===== src/rtl/conceal_pkg.sv =====
package conceal_pkg;

  // Decision taken for the sample at the head of a lane
  typedef enum logic [1:0] {
    CM_PASS    = 2'd0,
    CM_INTERP  = 2'd1,
    CM_HOLD    = 2'd2,
    CM_ERRMUTE = 2'd3
  } cmode_e;

  localparam int NUM_CH = 2;

endpackage


===== src/rtl/conceal_rst_sync.sv =====
module conceal_rst_sync (
  input  logic clk,
  input  logic arst_n,
  output logic srst_n
);

  logic [1:0] sync_q;

  always_ff @(posedge clk or negedge arst_n) begin
    if (!arst_n) begin
      sync_q <= 2'b00;
    end else begin
      sync_q <= {sync_q[0], 1'b1};
    end
  end

  assign srst_n = sync_q[1];

endmodule


===== src/rtl/conceal_lane.sv =====
module conceal_lane #(
  parameter int W        = 16,
  parameter int MUTE_RUN = 8
) (
  input  logic         clk,
  input  logic         rst_n,
  input  logic         shift_en,
  input  logic         dec_en,
  input  logic [W-1:0] in_d,
  input  logic         in_e,
  output logic [W-1:0] cand_o
);
  import conceal_pkg::*;

  localparam int RUN_W = $clog2(MUTE_RUN + 1);

  // look-ahead pipeline: p1 = newer (next) sample, p2 = sample under decision
  logic [W-1:0]     p1_d_q, p1_d_n, p2_d_q, p2_d_n;
  logic             p1_e_q, p1_e_n, p2_e_q, p2_e_n;
  logic [W-1:0]     good_q, good_n;
  logic [RUN_W-1:0] run_q, run_n, run_inc;
  logic [W:0]       pair_sum;
  cmode_e           mode;

  // decision for the head sample
  always_comb begin
    run_inc  = (run_q == RUN_W'(MUTE_RUN)) ? run_q : run_q + RUN_W'(1);
    pair_sum = {good_q[W-1], good_q} + {p1_d_q[W-1], p1_d_q};
    if (!p2_e_q) begin
      mode = CM_PASS;
    end else if (run_inc >= RUN_W'(MUTE_RUN)) begin
      mode = CM_ERRMUTE;
    end else if ((run_q != '0) || p1_e_q) begin
      mode = CM_HOLD;
    end else begin
      mode = CM_INTERP;
    end
    case (mode)
      CM_PASS:   cand_o = p2_d_q;
      CM_INTERP: cand_o = pair_sum[W:1];
      CM_HOLD:   cand_o = good_q;
      default:   cand_o = '0;
    endcase
  end

  // next state
  always_comb begin
    p1_d_n = p1_d_q;
    p1_e_n = p1_e_q;
    p2_d_n = p2_d_q;
    p2_e_n = p2_e_q;
    good_n = good_q;
    run_n  = run_q;
    if (shift_en) begin
      p1_d_n = in_d;
      p1_e_n = in_e;
      p2_d_n = p1_d_q;
      p2_e_n = p1_e_q;
    end
    if (dec_en) begin
      if (!p2_e_q) begin
        good_n = p2_d_q;
        run_n  = '0;
      end else begin
        run_n  = run_inc;
      end
    end
  end

  always_ff @(posedge clk or negedge rst_n) begin
    if (!rst_n) begin
      p1_d_q <= '0;
      p1_e_q <= 1'b0;
      p2_d_q <= '0;
      p2_e_q <= 1'b0;
      good_q <= '0;
      run_q  <= '0;
    end else begin
      p1_d_q <= p1_d_n;
      p1_e_q <= p1_e_n;
      p2_d_q <= p2_d_n;
      p2_e_q <= p2_e_n;
      good_q <= good_n;
      run_q  <= run_n;
    end
  end

endmodule


===== src/rtl/conceal_zc_gate.sv =====
module conceal_zc_gate #(
  parameter int W        = 16,
  parameter int ZC_LIMIT = 1024
) (
  input  logic         clk,
  input  logic         rst_n,
  input  logic         fire,
  input  logic [W-1:0] cand,
  input  logic         mute_req,
  input  logic         zc_en,
  output logic [W-1:0] out_d
);

  localparam int CNT_W = (ZC_LIMIT > 2) ? $clog2(ZC_LIMIT) : 1;

  logic             muted_q, muted_n;
  logic             prev_neg_q, prev_neg_n;
  logic [CNT_W-1:0] wait_q, wait_n;
  logic [W-1:0]     out_q, out_n;
  logic             crossed;
  logic             expired;

  always_comb begin
    crossed    = (cand == '0) || (cand[W-1] != prev_neg_q);
    expired    = (wait_q == CNT_W'(ZC_LIMIT - 1));
    muted_n    = muted_q;
    prev_neg_n = prev_neg_q;
    wait_n     = wait_q;
    out_n      = out_q;
    if (fire) begin
      prev_neg_n = cand[W-1];
      if (!mute_req) begin
        muted_n = 1'b0;
        wait_n  = '0;
        out_n   = cand;
      end else if (!zc_en || muted_q || crossed || expired) begin
        muted_n = 1'b1;
        wait_n  = '0;
        out_n   = '0;
      end else begin
        wait_n  = wait_q + CNT_W'(1);
        out_n   = cand;
      end
    end
  end

  always_ff @(posedge clk or negedge rst_n) begin
    if (!rst_n) begin
      muted_q    <= 1'b0;
      prev_neg_q <= 1'b0;
      wait_q     <= '0;
      out_q      <= '0;
    end else begin
      muted_q    <= muted_n;
      prev_neg_q <= prev_neg_n;
      wait_q     <= wait_n;
      out_q      <= out_n;
    end
  end

  assign out_d = out_q;

endmodule


===== src/rtl/conceal_top.sv =====
module conceal_top #(
  parameter int W        = 16,
  parameter int MUTE_RUN = 8,
  parameter int ZC_LIMIT = 1024
) (
  input  logic         clk,
  input  logic         rst_n,
  input  logic         in_valid,
  input  logic [W-1:0] in_l,
  input  logic [W-1:0] in_r,
  input  logic         in_err_l,
  input  logic         in_err_r,
  input  logic         mute_req,
  input  logic         zc_en,
  output logic         out_valid,
  output logic [W-1:0] out_l,
  output logic [W-1:0] out_r
);
  import conceal_pkg::*;

  localparam logic [1:0] FILL_FULL = 2'd2;

  logic         rst_int_n;
  logic [1:0]   fill_q, fill_n;
  logic         vld_q, vld_n;
  logic         dec_en;
  logic [W-1:0] ch_d    [NUM_CH];
  logic         ch_e    [NUM_CH];
  logic [W-1:0] ch_cand [NUM_CH];
  logic [W-1:0] ch_out  [NUM_CH];

  conceal_rst_sync u_rst (
    .clk    (clk),
    .arst_n (rst_n),
    .srst_n (rst_int_n)
  );

  assign ch_d[0] = in_l;
  assign ch_d[1] = in_r;
  assign ch_e[0] = in_err_l;
  assign ch_e[1] = in_err_r;

  // pipeline fill: decisions start once two samples are held
  always_comb begin
    dec_en = in_valid && (fill_q == FILL_FULL);
    fill_n = fill_q;
    if (in_valid && (fill_q != FILL_FULL)) begin
      fill_n = fill_q + 2'd1;
    end
    vld_n = dec_en;
  end

  always_ff @(posedge clk or negedge rst_int_n) begin
    if (!rst_int_n) begin
      fill_q <= 2'd0;
      vld_q  <= 1'b0;
    end else begin
      fill_q <= fill_n;
      vld_q  <= vld_n;
    end
  end

  for (genvar c = 0; c < NUM_CH; c++) begin : g_ch
    conceal_lane #(
      .W        (W),
      .MUTE_RUN (MUTE_RUN)
    ) u_lane (
      .clk      (clk),
      .rst_n    (rst_int_n),
      .shift_en (in_valid),
      .dec_en   (dec_en),
      .in_d     (ch_d[c]),
      .in_e     (ch_e[c]),
      .cand_o   (ch_cand[c])
    );

    conceal_zc_gate #(
      .W        (W),
      .ZC_LIMIT (ZC_LIMIT)
    ) u_gate (
      .clk      (clk),
      .rst_n    (rst_int_n),
      .fire     (dec_en),
      .cand     (ch_cand[c]),
      .mute_req (mute_req),
      .zc_en    (zc_en),
      .out_d    (ch_out[c])
    );
  end

  assign out_valid = vld_q;
  assign out_l     = ch_out[0];
  assign out_r     = ch_out[1];

endmodule


===== config.mk =====
export PLATFORM = sky130hd
export DESIGN_NAME = conceal_top
export DESIGN_NICKNAME = d
export VERILOG_FILES = /design/src/rtl/conceal_pkg.sv /design/src/rtl/conceal_rst_sync.sv /design/src/rtl/conceal_lane.sv /design/src/rtl/conceal_zc_gate.sv /design/src/rtl/conceal_top.sv
export SDC_FILE = /design/constraint.sdc
export NUM_CORES = 1
export LEC_CHECK = 0
export BUFFER_PORTS_ARGS = -buffer_cell sky130_fd_sc_hd__buf_2
export CELL_PAD_IN_SITES_DETAIL_PLACEMENT = 0
export CELL_PAD_IN_SITES_GLOBAL_PLACEMENT = 1
export CORE_MARGIN = 2
export CORE_UTILIZATION = 45
export DETAILED_ROUTE_END_ITERATION = 7
export PLACE_DENSITY = 0.74
export SYNTH_ARGS = -nofsm -noshare
export SYNTH_HDL_FRONTEND = slang
export SYNTH_SLANG_ARGS = --single-unit

===== constraint.sdc =====
create_clock -name clk -period 7.4 [get_ports clk]
set_input_delay 0.37 -clock clk [delete_from_list [all_inputs] [get_ports clk]]
set_output_delay 0.37 -clock clk [all_outputs]
set_load 0.03 [all_outputs]

==> results of run 1 <==
registers in the layout (all words and copies together), names as in the netlist, 8 cells and up:
name                cells
g_ch.u_gate.wait_q     20
g_ch.u_lane.run_q       8
g_ch.u_lane.p2_d_q     32
g_ch.u_lane.p1_d_q     32
g_ch.u_lane.good_q     32
g_ch.u_gate.out_d      32
how the worst min path moves through the flow:
| stage | to | slack [ns] | cells after the start |
|---|---|---|---|
| floorplan | u_rst.sync_q[0] | 0.07 | 0 |
| global placement | u_rst.sync_q[0] | 0.16 | 1 |
| detailed placement | u_rst.sync_q[0] | 0.16 | 1 |
| CTS | g_ch[1].u_lane.p1_d_q[11] | 0.15 | 2 |
| global route | g_ch[1].u_lane.p1_d_q[11] | 0.15 | 2 |
| finish | g_ch[1].u_lane.p1_d_q[11] | 0.16 | 2 |
what timing repair did:
item,in CTS,in global routing
setup buffers,0,0
endpoints found under the setup margin,0,0
hold buffers,1,0
endpoints found under the hold margin,2,0
final cells by class:
class	instances	area share (%)
Multi-Input combinational cell	691	44.99
Clock buffer	21	4.508
Tap cell	270	3.237
Sequential cell	169	40.56
Inverter	41	1.475
Clock inverter	10	1.127
Timing Repair Buffer	80	4.100
report_power, final:
part,switching (mW),internal [mW],leakage [nW]
Sequential,0.205,1.17,2.09
Combinational,1.03,0.635,2.32
Clock,0.379,0.524,0.290
cells by family after synthesis:
group	share of synthesized area, %
AOI/OAI and AO/OA	19.41
DFF	45.53
adders and majority gates	5.416
other	0.04038
and+or+nand+nor	14.41
buffers and inverters	3.987
muxes	8.554
xor gates and xnor gates	2.640
per-stage QoR:
stage	utilization (%)	setup slack [ns]	power (mW)	hold slack (ns)
after detailed placement	48.62	3.708	3.046	0.1560
after global placement	48.62	3.778	3.038	0.1564
after floorplan	-	2.342	2.629	0.07441
after global routing	51.58	3.370	4.232	0.1523
after CTS	51.58	3.684	3.961	0.1495
final	51.58	3.651	3.947	0.1624
metal layers:
metal / vias to the layer above / GRT usage (%) / share of wire, %
met2: 189 / 28.70 / 41
met5: - / 0 / 0
li1: 3532 / - / -
met4: 0 / 5.240 / 0.73
met3: 13 / 3.457 / 4.3
met1: 3470 / 34.45 / 54
synth_stat cells (15+ instances only):
| library cell | instances | area [µm²] |
|---|---|---|
| a211oi_1 | 17 | 127.6 |
| inv_1 | 39 | 146.4 |
| nor2_1 | 52 | 195.2 |
| a21oi_1 | 53 | 265.3 |
| o21ai_0 | 91 | 455.4 |
| clkbuf_1 | 37 | 138.9 |
| nand3_1 | 27 | 135.1 |
| nor3_1 | 20 | 100.1 |
| a21o_1 | 18 | 135.1 |
| ha_1 | 37 | 462.9 |
| dfrtp_1 | 169 | 4229 |
| nand2_1 | 111 | 416.7 |
| mux2_2 | 67 | 754.5 |
| and3_1 | 15 | 93.84 |
==> results.sh, run 1 <==
export IMPL_io_pins=72
export IMPL_synth_warnings=0
export IMPL_status="finished clean"
export IMPL_num_rows=52
export IMPL_routabilityCongestion=0.8500
export IMPL_fin_cells=1282
export IMPL_place_area_um2=9838
export IMPL_antenna_cells=0
export IMPL_drcViolationCount=0
export IMPL_cpMaxStageDelayCell="a2111oi_0"
export IMPL_cp_endpoint="g_ch[1].u_gate.out_d[6]"
export IMPL_clk_latency_ns=0.44
export IMPL_seq_area_um2=4233
export IMPL_grt_pass1_vias=6862
export IMPL_min_from="in_r[11]"
export IMPL_synth_edf_count=0
export IMPL_seq_area_frac_synth_pct=45.53
export IMPL_drt_wl_total_um=22190
export IMPL_num_fill_cells=1891
export IMPL_worstSetupPathDepth=12
export IMPL_drive_above_1_share_pct=19.96
export IMPL_first_pass_iters=6
export IMPL_worstReg2RegEnd="g_ch[1].u_gate.out_d[6]"
export IMPL_startpoint="g_ch[1].u_lane.good_q[1]"
export IMPL_fin_worst_skew_ns=0.01122
export IMPL_p_leak_nw=4.701
export IMPL_mostFrequentLayoutCells="dfrtp_1, nand2_1, o21ai_0, buf_2, mux2_2"
export IMPL_syn_inst=949
export IMPL_routedWlPerCell_um=17.30
export IMPL_end_kind="flop"
export IMPL_cts_buffers=17
export IMPL_critPathKind="flop to flop"
export IMPL_cts_resized_gates=0
export IMPL_reg2reg_depth=12
export IMPL_path_cells="inv_1 -> fa_1 -> nand2b_1 -> a21o_1 -> a2111oi_0 -> o31ai_1 -> a31oi_1 -> and3_1 -> nand2_1 -> o21ai_1 -> and4_1 -> nor3_1"
export IMPL_fp_dieArea_um2=21810
export IMPL_cp_max_fo=16
export IMPL_final_hold_viol_count=0
export IMPL_synth_area_um2=9288
export IMPL_coreArea_um2=20230
export IMPL_period_share_pct=50.67
export IMPL_fmax_mhz=266.7
export IMPL_viasPerCell=5.619
export IMPL_rsz0062_at_grt="false"
export IMPL_critPathTopFamily="compound AO/OA/AOI/OAI gates"
export IMPL_worstMarginPinSlew_ns=0.8904
export IMPL_syn_area_per_cell_um2=9.787
export IMPL_area_growth_pct=12.37
export IMPL_min_path_type="input pin to flop"
export IMPL_slew_viol_final=0
export IMPL_p_per_area_nw_per_um2=378.2
export IMPL_ys_flop_type="dfrtp_1"
export IMPL_htreeDepth=4
export IMPL_finalSetupTns_ns=0
export IMPL_grt_overflow=0
export IMPL_start_util_pct=45.90
export IMPL_synthArstFlopShare_pct=100.0
export IMPL_grt_pass1_wl_um=36830
export IMPL_grt_max_degree=64
export IMPL_ir_drop_uv=159.1
export IMPL_ant_nets=0
export IMPL_nets=1078
export IMPL_grtUsageTotal_pct=21.09
export IMPL_antenna_found_initial=0
export IMPL_dp_hpwl_um=15540
export IMPL_worst_setup_path_start_kind="flop"
export IMPL_drtIter0Drc=720
export IMPL_fin_area_um2=10440
export IMPL_syn_num_nets=1027
export IMPL_slowest_delay_ns=0.66
export IMPL_maxSlewHeadroom_pct=39.87
export IMPL_yosys_register_bits=169
export IMPL_cp_num_buf_inv=1
export IMPL_cts_tree="yes"
export IMPL_clk_pin_slew_ns=0.07
export IMPL_finalCriticalPeriod_ns=3.749
export IMPL_die_x_um=147.7
export IMPL_regToRegSetupSlack_ns=3.65
export IMPL_required_ns=7.69
export IMPL_setup_viol=0
export IMPL_cts_root_buf="clkbuf_16"
export IMPL_place_inst=1250
export IMPL_die_y_um=147.7
export IMPL_layout_commonest_cell="dfrtp_1"
export IMPL_vias=7204
export IMPL_r2r_start="g_ch[1].u_lane.good_q[1]"
export IMPL_cp_arrival_ns=4.04
export IMPL_clockBufferDepth=2
export IMPL_io_buffer_count=71
export IMPL_max_cap_violations=0
export IMPL_synth_cell_type_count=80
export IMPL_multiInputGateArea_um2=4696
export IMPL_numClockSinks=169
No activity file was read; power rests on OpenSTA's default activity.
==> run 2: changes to the inputs <==
Settings changed: CORE_UTILIZATION 45 to 43.
Clock period 7.4 ns to 3.2 ns, I/O delays scaled along.
==> run 2 against run 1 <==
Register-to-register slack worse by 3.5 ns. First-iteration DRC count is 23% lower. Worst setup slack worse by 3.5 ns. Core utilization is 3.2 points higher. Non-clock buffer count is 97 higher. Hold slack worse by 0.15 ns.
==> results.sh, run 2 (synthesis gave the netlist of run 1 again) <==
export IMPL_start_util_pct=44.04
export IMPL_grt_pass1_wl_um=37720
export IMPL_antenna_found_initial=0
export IMPL_p_leak_nw=5.168
export IMPL_io_pins=72
export IMPL_critPathKind="flop to flop"
export IMPL_cpMaxStageDelayCell="fa_2"
export IMPL_place_inst=1312
export IMPL_io_buffer_count=71
export IMPL_grt_pass1_vias=7247
export IMPL_die_x_um=151.0
export IMPL_min_path_type="input pin to flop"
export IMPL_grt_overflow=0
export IMPL_htreeDepth=4
export IMPL_drt_wl_total_um=23270
export IMPL_p_per_area_nw_per_um2=841.3
export IMPL_cts_root_buf="clkbuf_16"
export IMPL_vias=7566
export IMPL_final_hold_viol_count=0
export IMPL_clk_pin_slew_ns=0.07
export IMPL_period_share_pct=95.45
export IMPL_die_y_um=151.0
export IMPL_grt_max_degree=89
export IMPL_fmax_mhz=327.4
export IMPL_clk_latency_ns=0.43
export IMPL_slowest_delay_ns=0.43
export IMPL_reg2reg_depth=14
export IMPL_drcViolationCount=0
export IMPL_maxSlewHeadroom_pct=35.14
export IMPL_numClockSinks=169
export IMPL_slew_viol_final=0
export IMPL_max_cap_violations=0
export IMPL_num_fill_cells=1945
export IMPL_clockBufferDepth=2
export IMPL_crit_top_cell="a21o_1"
export IMPL_antenna_cells=0
export IMPL_cp_num_buf_inv=2
export IMPL_end_kind="flop"
export IMPL_fin_worst_skew_ns=0.008821
export IMPL_first_pass_iters=5
export IMPL_multiInputGateArea_um2=4937
export IMPL_worst_setup_path_start_kind="flop"
export IMPL_layout_commonest_cell="dfrtp_1"
export IMPL_finalCriticalPeriod_ns=3.054
export IMPL_worstReg2RegEnd="g_ch[0].u_gate.wait_q[3]"
export IMPL_min_from="in_r[1]"
export IMPL_path_cells="nand2_2 -> fa_2 -> nor2b_4 -> o21bai_2 -> a21o_1 -> buf_4 -> mux2i_1 -> o21ai_1 -> nor4_2 -> nand4b_1 -> o21ai_2 -> buf_12 -> o21ai_0 -> a21o_1"
export IMPL_mostFrequentLayoutCells="dfrtp_1, nand2_1, o21ai_0, buf_2, mux2_2"
export IMPL_status="finished clean"
export IMPL_nets=1175
export IMPL_grtUsageTotal_pct=21.03
export IMPL_cp_arrival_ns=3.38
export IMPL_utilization_pct=54.77
export IMPL_routedWlPerCell_um=16.80
export IMPL_worstMarginPinSlew_ns=0.9728
export IMPL_whs_endpoint="g_ch[1].u_lane.p1_d_q[1]"
export IMPL_cp_max_fo=13
export IMPL_num_rows=53
export IMPL_fin_cells=1385
export IMPL_critPathTopFamily="compound AO/OA/AOI/OAI gates"
export IMPL_cts_buffers=17
export IMPL_drtIter0Drc=552
export IMPL_coreArea_um2=21090
export IMPL_hold_slack_ns=0.009249
export IMPL_holdPathStages=3
export IMPL_ir_drop_uv=406.0
export IMPL_fp_dieArea_um2=22790
export IMPL_routabilityCongestion=0.8541
export IMPL_ant_nets=0
export IMPL_required_ns=3.53
export IMPL_drive_above_1_share_pct=27.84
export IMPL_r2r_start="g_ch[0].u_lane.good_q[0]"
export IMPL_setup_viol=0
export IMPL_viasPerCell=5.463
export IMPL_seq_area_um2=4234
export IMPL_regToRegSetupSlack_ns=0.15
export IMPL_dp_hpwl_um=16230
export IMPL_cts_tree="yes"
export IMPL_area_growth_pct=24.36
==> run 2: cell types whose count changed in the layout (fill, tap and decap cells not counted), sizes merged <==
cell         delta
buf            +64
bufinv          -1
clkbuf          -2
clkinv          -2
clkinvlp        +5
dlygate4sd3    +33
inv             +1
==> run 2: per-stage QoR <==
step / setup slack, ns / setup TNS, ns / total power [mW] / area, µm²
global placement: 0.01438 / 0 / 7.316 / 10350
finish: 0.1458 / 0 / 9.717 / 11550
global route: -0.03377 / -0.04992 / 10.39 / 11550
detailed placement: -0.1121 / -0.3200 / 7.362 / 10350
floorplan: 0.2349 / 0 / 6.079 / 9289
CTS: 0.002178 / 0 / 9.447 / 11260
==> run 2: how the worst max path moves through the flow <==
stage,startpoint,to,slack (ns),cells past startpoint
finish,g_ch[0].u_lane.good_q[0],g_ch[0].u_gate.wait_q[3],0.15,14
global route,g_ch[0].u_lane.good_q[4],g_ch[0].u_gate.wait_q[3],-0.03,13
CTS,g_ch[0].u_lane.good_q[1],g_ch[0].u_gate.wait_q[3],0.002,13
detailed placement,g_ch[0].u_lane.p1_d_q[2],g_ch[0].u_gate.wait_q[3],-0.11,12
global placement,g_ch[0].u_lane.p1_d_q[2],g_ch[0].u_gate.wait_q[3],0.01,12
floorplan,g_ch[1].u_lane.good_q[1],g_ch[1].u_gate.out_d[14],0.23,14
==> run 2: power breakdown <==
group	internal (mW)	switching, mW	total (mW)
registers	2.71	0.449	3.16
clock network	1.10	0.909	2.01
logic	1.91	2.65	4.55
total	5.71	4.00	9.72
==> run 2: worst reg2reg max path, stage by stage (launching register included) <==
cell and delay [ns]:
dfrtp_1 0.38, nand2_2 0.11, fa_2 0.43, nor2b_4 0.14, o21bai_2 0.11, a21o_1 0.25
buf_4 0.15, mux2i_1 0.15, o21ai_1 0.15, nor4_2 0.19, nand4b_1 0.21, o21ai_2 0.23
buf_12 0.16, o21ai_0 0.10, a21o_1 0.19
==> run 2: per-layer routing <==
layer  GRT usage, %  vias to the layer above  wire length [µm]
met4          5.374                        0               234
li1               -                     3727                 -
met2          29.98                      148              9948
met3          3.042                       17               896
met5              0                        -                 0
met1          33.22                     3674             12190
==> run 2: layout make-up <==
type                    count  area share [%]
multi-input cells         691           42.75
flip-flops and latches    169           36.66
repair buffers            177           11.41
clock buffers              19           3.835
well taps                 275           2.979
inverters                  41           1.332
clock inverters            13           1.040
==> run 2: timing repair <==
action	CTS	global route
buffers inserted	1	6
endpoints found under the hold margin	35	0
gates resized for setup	2	55
endpoints found under the setup margin	16	52
hold buffers	34	0
pin swaps	2	10
